==> src/rtl/qmul_pkg.sv <==
package qmul_pkg;
  localparam int LANES = 2;

  typedef enum logic [1:0] {
    MODE_UU = 2'd0,
    MODE_LU = 2'd1,
    MODE_LL = 2'd2,
    MODE_UL = 2'd3
  } qmode_e;

  typedef struct packed {
    logic [LANES-1:0] bUpper;   // per lane: take the upper half of operand B
    logic             shiftOne; // fractional shift and saturation enable
  } qctrl_t;
endpackage

==> src/rtl/qmul_ctrl.sv <==
module qmul_ctrl
  import qmul_pkg::*;
(
  input  logic [1:0] mode,
  input  logic       shiftN,
  output qctrl_t     ctrl
);
  qmode_e modeSel;

  always_comb begin
    modeSel = qmode_e'(mode);
    ctrl.shiftOne = shiftN;
    // lane 1 takes B upper in UU and UL; lane 0 takes B upper in UU and LU
    ctrl.bUpper[1] = (modeSel == MODE_UU) || (modeSel == MODE_UL);
    ctrl.bUpper[0] = (modeSel == MODE_UU) || (modeSel == MODE_LU);
  end
endmodule

==> src/rtl/qmul_lane.sv <==
module qmul_lane #(
  parameter int HALF_W = 16
) (
  input  logic [HALF_W-1:0]   aHalf,
  input  logic [HALF_W-1:0]   bHalf,
  input  logic                shiftOne,
  output logic [2*HALF_W-1:0] word
);
  localparam int WORD_W = 2 * HALF_W;
  localparam logic [HALF_W-1:0] MIN_HALF = {1'b1, {(HALF_W-1){1'b0}}};
  localparam logic [WORD_W-1:0] MAX_WORD = {1'b0, {(WORD_W-1){1'b1}}};

  logic signed [WORD_W-1:0] prod;
  logic                     satHit;

  always_comb begin
    prod   = $signed(aHalf) * $signed(bHalf);
    satHit = shiftOne && (aHalf == MIN_HALF) && (bHalf == MIN_HALF);
    if (satHit)
      word = MAX_WORD;
    else if (shiftOne)
      word = {prod[WORD_W-2:0], 1'b0};
    else
      word = prod;
  end
endmodule

==> src/rtl/qmul_dp.sv <==
module qmul_dp
  import qmul_pkg::*;
#(
  parameter int HALF_W = 16
) (
  input  logic [2*HALF_W-1:0]       opA,
  input  logic [2*HALF_W-1:0]       opB,
  input  qctrl_t                    ctrl,
  output logic [LANES*2*HALF_W-1:0] packed_out
);
  localparam int WORD_W = 2 * HALF_W;

  for (genvar i = 0; i < LANES; i++) begin : g_lane
    logic [HALF_W-1:0] bPick;
    logic [WORD_W-1:0] laneWord;

    assign bPick = ctrl.bUpper[i] ? opB[HALF_W +: HALF_W] : opB[0 +: HALF_W];

    qmul_lane #(.HALF_W(HALF_W)) u_lane (
      .aHalf    (opA[i*HALF_W +: HALF_W]),
      .bHalf    (bPick),
      .shiftOne (ctrl.shiftOne),
      .word     (laneWord)
    );

    assign packed_out[i*WORD_W +: WORD_W] = laneWord;
  end
endmodule

==> src/rtl/qmul_pair.sv <==
module qmul_pair
  import qmul_pkg::*;
#(
  parameter int HALF_W  = 16,
  parameter bit REG_OUT = 1'b1
) (
  input  logic                  clk,
  input  logic                  rst_n,
  input  logic [2*HALF_W-1:0]   opA,
  input  logic [2*HALF_W-1:0]   opB,
  input  logic [1:0]            mode,
  input  logic                  shiftN,
  output logic [4*HALF_W-1:0]   result
);
  localparam int RES_W = 4 * HALF_W;

  qctrl_t           ctrl;
  logic [RES_W-1:0] dpOut;

  qmul_ctrl u_ctrl (
    .mode   (mode),
    .shiftN (shiftN),
    .ctrl   (ctrl)
  );

  qmul_dp #(.HALF_W(HALF_W)) u_dp (
    .opA        (opA),
    .opB        (opB),
    .ctrl       (ctrl),
    .packed_out (dpOut)
  );

  if (REG_OUT) begin : g_reg
    logic [RES_W-1:0] resultQ;
    always_ff @(posedge clk or negedge rst_n) begin
      if (!rst_n) resultQ <= '0;
      else        resultQ <= dpOut;
    end
    assign result = resultQ;
  end else begin : g_comb
    assign result = dpOut;
  end
endmodule

==> config.mk <==
export PLATFORM = sky130hd
export DESIGN_NAME = qmul_pair
export DESIGN_NICKNAME = d
export VERILOG_FILES = /design/src/rtl/qmul_pkg.sv /design/src/rtl/qmul_ctrl.sv /design/src/rtl/qmul_lane.sv /design/src/rtl/qmul_dp.sv /design/src/rtl/qmul_pair.sv
export SDC_FILE = /design/constraint.sdc
export NUM_CORES = 2
export LEC_CHECK = 0
export BUFFER_PORTS_ARGS = -buffer_cell sky130_fd_sc_hd__buf_4
export CORE_MARGIN = 2
export CORE_UTILIZATION = 55
export CTS_CLUSTER_SIZE = 8
export DETAILED_ROUTE_END_ITERATION = 12
export GPL_TIMING_DRIVEN = 0
export PLACE_DENSITY = 0.81
export RECOVER_POWER = 100
export SYNTH_ARGS = -nofsm -noshare
export SYNTH_HDL_FRONTEND = slang
export SYNTH_SLANG_ARGS = --single-unit
export TNS_END_PERCENT = 30
==> constraint.sdc <==
create_clock -name clk -period 0.8 [get_ports clk]
set_clock_uncertainty 0.1 [all_clocks]
set_input_delay 0.08 -clock clk [delete_from_list [all_inputs] [get_ports clk]]
set_output_delay 0.08 -clock clk [all_outputs]
set_load 0.05 [all_outputs]
==> flow_summary.json <==
{
  "crit_path_top_delay_cell": "fa_2",
  "ys_ff_latch": 64,
  "vias_per_cell": 5.96,
  "hold_violations": 64,
  "synthAdderAreaFrac": 0.553,
  "overflow": 0,
  "outcome": "finished with violations",
  "synth_area_mm2": 0.0227,
  "tightest_slew_ns": 0.915,
  "clock-sinks": 64,
  "clock_path_buffers": 2,
  "synthMuxAreaShare": 0.0205,
  "rsz0062_at_grt": "true",
  "synth_top_area_cell": "fa_1",
  "area_delta_synth_final_pct": 26.4,
  "antenna_found_initial": 4,
  "relSlewSlack": 0.390,
  "worstSetupEndpointType": "flop",
  "synth.top_cells.by_area": "fa_1 (46%), inv_1 (9.7%), ha_1 (9.1%)",
  "cts-root-buf": "clkbuf_16",
  "synth_edf_count": 0,
  "crit_required_ns": 0.95,
  "slowest_delay_ns": 0.60,
  "wl_per_cell_um": 23.5,
  "yosys.cell_count.top_type": "inv_1",
  "min_period_ns": 6.79,
  "path_class": "input pin to flop",
  "cpMostUsedCell": "fa_1",
  "yosysSeqAreaShare": 0.0705,
  "ys_types": 64,
  "hold_slack_ns": -0.218,
  "postSynthAreaPerCell_um2": 9.13,
  "drc": 0,
  "synth_compound_area_frac": 0.0557,
  "grt_max_degree": 65,
  "cp-start-kind": "input pin",
  "dieWidth_um": 207,
  "drv_cap": 0,
  "ios": 133,
  "cp_max_fo": 7,
  "path_clk_slew_ns": 0.07,
  "largest_register_ffs": 64,
  "start_util": 0.557,
  "setup_viol": 128,
  "synth_nets": 3247,
  "cts_tree": "yes",
  "dr.pass1.iters": 6,
  "dieArea_mm2": 0.0430,
  "cts_buffers": 9,
  "synth_top_family_by_area": "adder cells",
  "portBuffers": 132,
  "nNetsFinal": 3532,
  "gr-usage-all-layers": 0.347,
  "yosysTopAreaCellShare": 0.462,
  "final.setup.worst_slack_ns": -5.99,
  "synth_ff_type": "dfrtp_1",
  "core_area_mm2": 0.0408,
  "grt_pass1_wl_mm": 114,
  "async_flop_share": 1.00,
  "gp_congestion": 0.980,
  "critPathArrivalTime_ns": 6.94,
  "grt_pass1_vias": 20600,
  "synth-simple-area-share": 0.162,
  "synthCells": 2488,
  "violations": "hold timing, setup timing",
  "num_rows": 74,
  "die_h_um": 207,
  "synth_common_cells": "inv_1 (587), fa_1 (524), nand2_1 (345)",
  "postRouteWirelength_mm": 77.9,
  "hold_path.class": "input pin to async pin",
  "htree_num_levels": 3,
  "synth-xor-area-share": 0.0262,
  "drive_gt1_frac": 0.249,
  "drtIter0Drc": 2252,
  "drv_slew": 0,
  "fmax_mhz": 147,
  "ant_nets": 0,
  "dpl.hpwl_mm": 55.2,
  "vias": 19700,
  "finalCritPeriodShare": 8.49,
  "ys_warn_count": 0
}
[logic make-up after synthesis]
logic type	count (synthesis)
AOI/OAI and AO/OA	187
xor gates and xnor gates	68
adders and majority gates	690
buffers and inverters	680
DFF	64
muxes	43
and+or+nand+nor	756
[final timing paths]
check / startpoint / endpoint / cells past startpoint
max in group asynchronous: rst_n / result[60] / 1
max: mode[0] / result[31] / 25
min: rst_n / result[2] / 1
min in group clk: shiftN / result[5] / 3
[critical path: cells and delay by family]
family	cells	cell delay (ns)
AO/OA/AOI/OAI	5	1.46
multiplexers	1	0.37
AND/OR/NAND/NOR	5	0.82
adder cells (fa/ha/maj)	8	3.46
buffers and inverters	6	0.74
[routing by layer]
layer	wire (um)	global-route usage	vias to the layer above
li1	-	-	8003
met1	26700	0.445	9913
met2	36000	0.555	1387
met3	9230	0.0829	439
met4	5930	0.171	2
met5	12	0	-
[final cells by class]
cell class                      instances  area, um2
Clock buffer                           10        239
Fill cell                            2767      12100
Antenna cell                            3       7.51
Clock inverter                          6       67.6
Multi-Input combinational cell       1744      20600
Timing Repair Buffer                  278       2570
Inverter                              588       2230
Buffer                                 88        737
Sequential cell                        64       1610
Tap cell                              532        666
[cells in the final DEF, fill, tap and decap left out, drive strengths merged, types with 13 or more instances in the layout]
cell	instances
a21o	20
a21oi	40
and2	191
buf	287
clkbuf	89
dfrtp	64
fa	524
ha	166
inv	589
mux2	29
mux2i	14
nand2	345
nand3	31
nor2	62
nor2b	45
nor3	15
o211ai	24
o21ai	36
or2	13
xnor2	48
xor2	20
[per-stage QoR]
| step | TNS [ns] | setup WS, ns | utilization | cell area (um2) | instances |
|---|---|---|---|---|---|
| after floorplan | -283.16 | -5.77 | - | 23200 | 2488 |
| after global placement | -351.65 | -7.34 | 0.609 | 24900 | 3152 |
| after detailed placement | -355.23 | -7.42 | 0.609 | 24900 | 3152 |
| after CTS | -309.16 | -5.86 | 0.675 | 27500 | 3250 |
| after global routing | -328.93 | -6.14 | 0.703 | 28700 | 3310 |
| final | -323.22 | -5.99 | 0.703 | 28700 | 3313 |
[timing repair]
action	in CTS	in global routing
resized for setup	363	182
pin swaps	135	147
buffers inserted	82	68
endpoints found under the hold margin	64	64
cloned	4	0
endpoints found under the setup margin	128	128
Power is not shown: default switching activity piles up to over one toggle a cycle in this logic, so the estimate is an artifact.
